--- src/rtl/crc32_eng_pkg.sv ---
package crc32_eng_pkg;
   localparam int unsigned    CRC_W_DEF = 32;
   localparam int unsigned    BYTE_W    = 8;
   localparam logic [31:0]    POLY_REFL = 32'hEDB88320;
   localparam logic [31:0]    SEED_ONES = 32'hFFFFFFFF;

   typedef enum logic [0:0] {
      FIN_PLAIN  = 1'b0,
      FIN_INVERT = 1'b1
   } fin_mode_e;
endpackage

--- src/rtl/crc_shift_step.sv ---
module crc_shift_step #(
   parameter int unsigned       W    = 32,
   parameter logic [W-1:0]      POLY = '1
) (
   input  logic [W-1:0] s_in,
   output logic [W-1:0] s_out
);
   logic [W-1:0] shifted;
   assign shifted = s_in >> 1;
   assign s_out   = s_in[0] ? (shifted ^ POLY) : shifted;
endmodule

--- src/rtl/crc_byte_update.sv ---
module crc_byte_update #(
   parameter int unsigned       W    = 32,
   parameter int unsigned       DW   = 8,
   parameter logic [W-1:0]      POLY = '1
) (
   input  logic [W-1:0]  crc_in,
   input  logic [DW-1:0] data,
   output logic [W-1:0]  crc_out
);
   localparam int unsigned STEPS = DW;

   if (DW > W) begin : g_bad_width
      $error("crc_byte_update: data width exceeds register width");
   end

   logic [W-1:0] chain [0:STEPS];

   assign chain[0] = crc_in ^ W'(data);

   for (genvar k = 0; k < STEPS; k++) begin : g_step
      crc_shift_step #(.W(W), .POLY(POLY)) u_step (
         .s_in  (chain[k]),
         .s_out (chain[k+1])
      );
   end

   assign crc_out = chain[STEPS];
endmodule

--- src/rtl/crc_finalize.sv ---
module crc_finalize #(
   parameter int unsigned                  W    = 32,
   parameter crc32_eng_pkg::fin_mode_e     MODE = crc32_eng_pkg::FIN_INVERT
) (
   input  logic [W-1:0] raw,
   output logic [W-1:0] fin
);
   if (MODE == crc32_eng_pkg::FIN_INVERT) begin : g_inv
      assign fin = ~raw;
   end else begin : g_plain
      assign fin = raw;
   end
endmodule

--- src/rtl/crc32_tagged_engine.sv ---
module crc32_tagged_engine #(
   parameter int unsigned                CRC_W = crc32_eng_pkg::CRC_W_DEF,
   parameter int unsigned                DATA_W = crc32_eng_pkg::BYTE_W,
   parameter int unsigned                ID_W  = 8,
   parameter logic [CRC_W-1:0]           POLY  = crc32_eng_pkg::POLY_REFL,
   parameter logic [CRC_W-1:0]           SEED  = crc32_eng_pkg::SEED_ONES,
   parameter crc32_eng_pkg::fin_mode_e   FIN   = crc32_eng_pkg::FIN_INVERT
) (
   input  logic              clk,
   input  logic              rst,
   input  logic              in_valid,
   input  logic              in_first,
   input  logic              in_last,
   input  logic [DATA_W-1:0] in_data,
   input  logic [ID_W-1:0]   in_id,
   output logic              res_valid,
   output logic [CRC_W-1:0]  res_crc,
   output logic [ID_W-1:0]   res_id
);
   localparam int unsigned MIN_ID_W = 1;

   if (ID_W < MIN_ID_W) begin : g_bad_id
      $error("crc32_tagged_engine: ID_W must be at least 1");
   end
   if (DATA_W > CRC_W) begin : g_bad_dw
      $error("crc32_tagged_engine: DATA_W must not exceed CRC_W");
   end

   logic [CRC_W-1:0] crc_q;
   logic [CRC_W-1:0] crc_base;
   logic [CRC_W-1:0] crc_nxt;
   logic [CRC_W-1:0] crc_fin;
   logic [ID_W-1:0]  id_q;
   logic [ID_W-1:0]  id_cur;
   logic             close_pkt;

   assign crc_base  = in_first ? SEED : crc_q;
   assign id_cur    = in_first ? in_id : id_q;
   assign close_pkt = in_valid & in_last;

   crc_byte_update #(.W(CRC_W), .DW(DATA_W), .POLY(POLY)) u_update (
      .crc_in  (crc_base),
      .data    (in_data),
      .crc_out (crc_nxt)
   );

   crc_finalize #(.W(CRC_W), .MODE(FIN)) u_final (
      .raw (crc_nxt),
      .fin (crc_fin)
   );

   always_ff @(posedge clk) begin
      if (rst) begin
         crc_q     <= SEED;
         id_q      <= '0;
         res_valid <= 1'b0;
         res_crc   <= '0;
         res_id    <= '0;
      end else begin
         res_valid <= close_pkt;
         if (in_valid) begin
            crc_q <= crc_nxt;
            id_q  <= id_cur;
         end
         if (close_pkt) begin
            res_crc <= crc_fin;
            res_id  <= id_cur;
         end
      end
   end

   AST_RES_AFTER_LAST: assert property (@(posedge clk) disable iff (rst)
      (in_valid && in_last) |=> res_valid);
   AST_RES_ONLY_AFTER_LAST: assert property (@(posedge clk) disable iff (rst)
      !(in_valid && in_last) |=> !res_valid);
   AST_ID_HELD_MIDPKT: assert property (@(posedge clk) disable iff (rst)
      (in_valid && !in_first) |=> $stable(id_q));
   AST_IDLE_NO_UPDATE: assert property (@(posedge clk) disable iff (rst)
      !in_valid |=> ($stable(crc_q) && $stable(id_q)));
   AST_SEED_AFTER_RST: assert property (@(posedge clk) disable iff (rst)
      $past(rst) |-> (crc_q == SEED && !res_valid));
   AST_SINGLE_BYTE_ID: assert property (@(posedge clk) disable iff (rst)
      (in_valid && in_first && in_last) |=> (res_id == $past(in_id)));
endmodule

--- config.mk ---
export PLATFORM = sky130hd
export DESIGN_NAME = crc32_tagged_engine
export DESIGN_NICKNAME = d
export VERILOG_FILES = /design/src/rtl/crc32_eng_pkg.sv /design/src/rtl/crc_shift_step.sv /design/src/rtl/crc_byte_update.sv /design/src/rtl/crc_finalize.sv /design/src/rtl/crc32_tagged_engine.sv
export SDC_FILE = /design/constraint.sdc
export NUM_CORES = 1
export LEC_CHECK = 0
export ABC_AREA = 0
export BUFFER_PORTS_ARGS = -buffer_cell sky130_fd_sc_hd__buf_2
export CAP_MARGIN = 10
export CORE_MARGIN = 3
export CORE_UTILIZATION = 45
export DETAILED_ROUTE_END_ITERATION = 10
export PLACE_DENSITY = 0.66
export SLEW_MARGIN = 0
export SYNTH_ARGS = -nofsm -noshare
export SYNTH_HDL_FRONTEND = slang
export SYNTH_HIERARCHICAL = 1
export SYNTH_SLANG_ARGS = --single-unit
--- constraint.sdc ---
create_clock -name clk -period 3.3 [get_ports clk]
set_clock_uncertainty 0.05 [all_clocks]
set_input_delay 0.66 -clock clk [delete_from_list [all_inputs] [get_ports clk]]
set_output_delay 0.66 -clock clk [all_outputs]
set_load 0.02 [all_outputs]
Yosys cells after proc, flatten, opt, wreduce, memory -nomap -nowiden

Index checks and enable logic that the tools add are counted.
W data, S select, Z words.

Bits in registers: 81
Bits of input ports: 21
Output and inout port bits: 41
Logic and storage cells: 26

Multiplexer cells: 10
Bitwise operators: 11

Operators by type and width:

| kind            | count |
|---|---|
| $mux W32        | 9 |
| $not A13 Y14    | 8 |
| $not A32 Y32    | 1 |
| $xor A32 B8 Y32 | 1 |
| $mux W8         | 1 |
| $and A1 B1 Y1   | 1 |

Longest topological paths before layout

Gate-level depths: netlist of the first run.

Word-level depth: 19
Mapped depth: 18
Mapped depth without buffers: 11

Cells and area by module

The synthesis of the first run kept the hierarchy.

Modules (own cells, without submodules):

| module              | times used | cells each | area each (µm²) | sequential area each (µm²) |
|---|---|---|---|---|
| crc32_tagged_engine | 1          | 364        | 3684.8          | 1621.6 |
| crc_shift_step      | 8          | 34         | 287.8           | 0.0 |
| crc_finalize        | 1          | 32         | 120.1           | 0.0 |
| crc_byte_update     | 1          | 8          | 70.1            | 0.0 |

Least setup slack after synthesis of the first run

Ideal clock, no wire load.

Path type: in2reg
Start point: input in_first
End point: register crc_q[19]
Setup time: 120 ps
Arrival time: 3082 ps
Data required time: 3130 ps
Setup slack: 48 ps
Cell stages on the path: 16
Buffers on the path: 10
Cell sequence: buf_2 > clkbuf_1 > or2_1 > xor2_1 > buf_6 > xor2_1 > buf_4 > buf_4 > buf_4 > buf_4 > buf_4 > buf_6 > buf_12 > xor2_1 > xor2_1 > a211o_1

RTL lines:

| element              | line                      | text |
|---|---|---|
| start, declared      | crc32_tagged_engine.sv:12 | `input logic in_first,` |
| end signal, assigned | crc32_tagged_engine.sv:62 | `crc_q <= crc_nxt;` |
| end, declared        | crc32_tagged_engine.sv:29 | `logic [CRC_W-1:0] crc_q;` |

==> flow_summary.yaml, run 1 <==
final_layout:
  utilization_pct: 41.4
  drive_above_1_share_pct: 23.3
  diodes: 0
  syn_to_final_growth_pct: -10.6
  nets: 578
synth:
  avgSynthCellArea_um2: 9.14
  yosys-top-cells-count: "159 x buf_4, 112 x xor2_1, 81 x dfxtp_1, 40 x a21oi_1, 33 x nor2b_1"
  synth_nets: 697
  synth.area.top_cells: "dfxtp_1 26%, buf_4 19%, xor2_1 16%"
  syn-instance-count: 676
  synthFlopType: "dfxtp_1"
  synth_most_common_cell: "buf_4"
  yosysUniqueCellTypes: 20
  synth_edf_count: 0
  yosysTopAreaCell: "dfxtp_1"
  synthArstFlopShare_pct: 0
  synth_top_area_share_pct: 26.3
  synthesis.area_um2: 6180
  yosys_warnings: 6
  ys_seq_area_share_pct: 26.3
  ys_ff_latch: 81
power:
  power.internal_mw: 2.31
  combPwrFrac_pct: 38.5
  p_sw_share_pct: 35.6
  p_clk_share_pct: 28.2
  p_seq_share_pct: 33.3
  p_leak_nw: 2.38
  p_switching_mw: 1.28
  ir_drop_mv: 0.354
  power_density_nw_per_um2: 650
floorplanning:
  fp-row-count: 42
  fp.dieW_um: 123
  num_io_pins: 62
  die_h_um: 123
  die_area_um2: 15200
  coreArea_um2: 13300
  start_util_pct: 46.3
critical_path:
  cp.arrival_ns: 2.83
  crit_type: "input pin to flip-flop"
  required_ns: 3.43
  reg2reg_from: "crc_q[0]"
  worstPathMaxFanout: 14
  end_kind: "flip-flop"
  startpoint_type: "input pin"
  crit_start: "in_first"
clocking:
  cts_root_buf: "clkbuf_16"
  post_cts_resized: 0
  clock_latency_ns: 0.34
  cts_max_path_buffers: 2
  cts.htree.levels: 3
  cts-buffers-inserted: 9
  post-cts-setup-buffers: 0
  cts_tree: "built"
  clkTransAtPathRegs_ns: 0.06
  numClockSinks: 81
  cts_hold_buf: 0
grt:
  grt_pass1_vias: 3326
  grt-ovfl-total: 0
  grt_max_degree: 82
  grt_pass1_wl_um: 16700
  grt_usage_pct: 13.8
  antenna_found_initial: 0
sta:
  worst_pin_slew_ns: 0.904
  tns_ns: 0
  post-route-period-util_pct: 81.7
  max_freq_mhz: 371
  holdWs_ns: 0.479
  setup_viol: 0
  relSlewSlack_pct: 39.8
  rsz0062_at_grt: "false"
  drv_slew: 0
  finalHoldViolCount: 0
  min_period_ns: 2.70
run:
  drv_cap: 0
drt:
  totalWireLength_um: 10300
  vias: 3526
  post-route-drc-count: 0
  drt.antenna.violating_nets: 0
  wl_per_cell_um: 13.9
  drt_first_iter_violations: 176
  first_pass_iters: 4
  viasPerCell: 4.78
hold_path:
  min_from: "res_id[4]"
  hp-class: "flip-flop to flip-flop"
placement:
  portBuffers: 61
  dpl.hpwl_um: 6810
  routabilityCongestion: 0.766
status:
  outcome: "completed"
-- logic make-up (layout without fill, tap and decap cells) --
| kind of cell | count (synthesis) | in the layout | share of synthesized area [%] |
|---|---|---|---|
| simple gates | 106 | 106 | 10.7 |
| flops | 81 | 81 | 26.3 |
| mux | 8 | 8 | 1.30 |
| compound gates | 128 | 128 | 17.0 |
| buf+inv | 241 | 127 | 28.8 |
| xor+xnor | 112 | 112 | 15.9 |
-- metal layers --
metal	up-vias	GRT usage, %	wire, µm
met3	9	3.66	456
met4	0	3.46	97
met5	-	0	0
met1	1676	19.7	5080
li1	1780	-	-
met2	61	20.5	4650
-- flip-flops by register name (all words and copies together) (netlist names) --
| register | cells |
|---|---|
| crc_q | 32 |
| id_q | 8 |
| res_crc | 32 |
| res_id | 8 |
| res_valid | 1 |
-- through the flow --
step | power (mW) | setup WS (ns) | cells | area, µm²
CTS | 3.64 | 0.590 | 738 | 5520
detailed placement | 2.61 | 0.235 | 722 | 5220
finish | 3.59 | 0.603 | 738 | 5520
global route | 3.84 | 0.375 | 738 | 5520
floorplan | 3.17 | 0.0483 | 676 | 6180
global placement | 2.58 | 0.279 | 722 | 5220
-- placed cells by master, fill, tap and decap left out, types with 16 or more instances in the layout --
cell type	n
a211o_1	32
a21bo_1	30
a21oi_1	40
buf_2	60
buf_4	16
dfxtp_1	81
inv_1	32
nand3_1	30
nor2b_1	33
or2_1	32
xor2_1	112
-- cell type report --
type,count,area [µm²]
clock buffers,10,239
clock inverters,6,67.6
fillers,1351,7820
inverters,32,120
multi-input cells,354,2780
flip-flops and latches,81,1620
well taps,176,220
repair buffers,79,480
-- path summary, 6_finish.rpt --
check                              endpoint  slack, ns  depth (start not counted)
worst max-delay path            res_crc[19]       0.60                         13
worst min-delay path              res_id[4]       0.48                          2
worst max register to register  res_crc[19]       0.79                         12
worst min register to register    res_id[4]       0.48                          2
-- critical path, cell delays in order --
cell and delay (ns):
buf_2 0.16, or2_1 0.23, xor2_1 0.13, buf_4 0.27, xor2_1 0.23, xor2_1 0.19, xor2_1 0.19, xor2_1 0.18
xor2_1 0.19, xor2_1 0.21, inv_1 0.06, nand3_1 0.07, a21oi_1 0.06
-- power by group through the flow --
stage          Combinational (mW)  Clock [mW]  Sequential (mW)
5_1_grt                      1.55        1.08             1.21
3_5_place_dp                 1.39           0             1.21
3_3_place_gp                 1.37           0             1.21
4_1_cts                      1.40        1.04             1.20
2_1_floorplan                1.89           0             1.28
6_report                     1.38        1.01             1.19
No activity file was read; power rests on OpenSTA's default activity.
==> run 2, diff against run 1 <==
Clock period 3.3 ns to 2.2 ns, I/O delays scaled along.
==> flow_summary.yaml, run 2 (synthesis results as in run 1) <==
status:
  outcome: "complete, but fails checks"
  violations: "negative setup slack"
critical_path:
  startpoint_type: "flip-flop"
  cp_slowest_cell: "dfxtp_1"
  worstPathMaxFanout: 7
  end_kind: "flip-flop"
  cp.arrival_ns: 2.58
  cpMostUsedCell: "buf_4"
  path_buf_inv: 5
  crit_type: "flip-flop to flip-flop"
  required_ns: 2.38
  critPathTopFamily: "buffers and inverters"
  crit_chain: "or2_1, xor2_1, buf_4, buf_4, buf_8, xor2_4, buf_6, xor2_4, xor2_2, buf_4, a211o_1"
  slowest_delay_ns: 0.31
final_layout:
  stdcell_area_um2: 6030
  fillers: 1263
  syn_to_final_growth_pct: -2.39
  stdcell_count: 771
  utilization_pct: 45.2
  drive_above_1_share_pct: 32.6
  nets: 612
  final_common_cell: "xor2_1"
  final_cell_mix: "91 x xor2_1, 81 x dfxtp_1, 60 x buf_2"
  diodes: 0
  top_regs: "crc_q (32), res_crc (32)"
clocking:
  clock_latency_ns: 0.34
  numClockSinks: 81
  cts_max_path_buffers: 2
  clkTransAtPathRegs_ns: 0.06
  cts_root_buf: "clkbuf_16"
  cts_tree: "built"
  cts.htree.levels: 3
  cts_hold_buf: 0
  cts-buffers-inserted: 9
sta:
  tns_ns: -2.91
  max_freq_mhz: 415
  post-route-period-util_pct: 109
  rsz0062_at_grt: "true"
  worst_pin_slew_ns: 0.686
  relSlewSlack_pct: 54.3
  finalHoldViolCount: 0
  postLayoutSetupSlackWorst_ns: -0.207
  setup_viol: 35
  min_period_ns: 2.41
  drv_slew: 0
  holdWs_ns: 0.331
placement:
  portBuffers: 61
  post-place-cells: 739
  place_area_um2: 5360
  post-place-ws_ns: -0.436
  dpl.hpwl_um: 7250
  routabilityCongestion: 0.828
grt:
  grt_pass1_wl_um: 17500
  grt_usage_pct: 14.6
  grt_pass1_vias: 3394
  grt_max_degree: 79
  grt-ovfl-total: 0
  antenna_found_initial: 0
power:
  power_density_nw_per_um2: 984
  totalPowerFinal_mw: 5.93
  ir_drop_mv: 0.584
  p_leak_nw: 2.59
floorplanning:
  die_area_um2: 15200
  fp-row-count: 42
  coreArea_um2: 13300
  fp.dieW_um: 123
  start_util_pct: 46.3
  die_h_um: 123
  num_io_pins: 62
run:
  drv_cap: 0
drt:
  viasPerCell: 4.72
  drt_first_iter_violations: 144
  drt.antenna.violating_nets: 0
  vias: 3638
  post-route-drc-count: 0
  first_pass_iters: 4
  totalWireLength_um: 11200
  wl_per_cell_um: 14.6
hold_path:
  hp-class: "input pin to flip-flop"
-- run 2: area by class of cell --
type / count / area (µm²) / share of cell area [%]
tap: 176 / 220 / 3.65
sequential: 81 / 1620 / 26.9
timing repair buffer: 113 / 774 / 12.8
clock inverter: 5 / 81.3 / 1.35
inverter: 32 / 120 / 1.99
clock buffer: 10 / 229 / 3.80
multi-input combinational: 354 / 2980 / 49.5
-- run 2: what timing repair did --
item | in CTS | in global routing
pin swaps | 30 | 45
resized for setup | 7 | 27
endpoints found under the setup margin | 19 | 40
setup buffers | 7 | 10
endpoints found under the hold margin | 0 | 0
gates cloned | 0 | 0
-- run 2: per-layer routing --
| layer | wire length [µm] | up-vias | global-route usage [%] | part of all wire (%) |
|---|---|---|---|---|
| met4 | 113 | 0 | 3.46 | 1.0 |
| met2 | 5430 | 58 | 23.5 | 48 |
| met3 | 344 | 13 | 3.48 | 3.1 |
| met5 | 0 | - | 0 | 0 |
| li1 | - | 1831 | - | - |
| met1 | 5360 | 1736 | 19.9 | 48 |
-- run 2: worst paths after layout --
kind,startpoint,slack (ns),to,depth (start not counted)
max,crc_q[0],-0.21,crc_q[8],11
max reg2reg,crc_q[0],-0.21,crc_q[8],11
min reg2reg,res_id[4],0.47,res_id[4],2
min,in_id[4],0.33,id_q[4],3
-- run 2: report_power, final --
group	internal [mW]	switching (mW)	leakage [nW]
clock network	0.988	0.615	0.149
logic	1.14	1.39	1.77
registers	1.69	0.103	0.668
total	3.83	2.11	2.59
-- run 2: worst min-delay path: cells and delay by family --
kind | cells | cell delay [ns]
buffers and inverters | 1 | 0.11
AOI/OAI and AO/OA | 1 | 0.05
and+or+nand+nor | 1 | 0.07
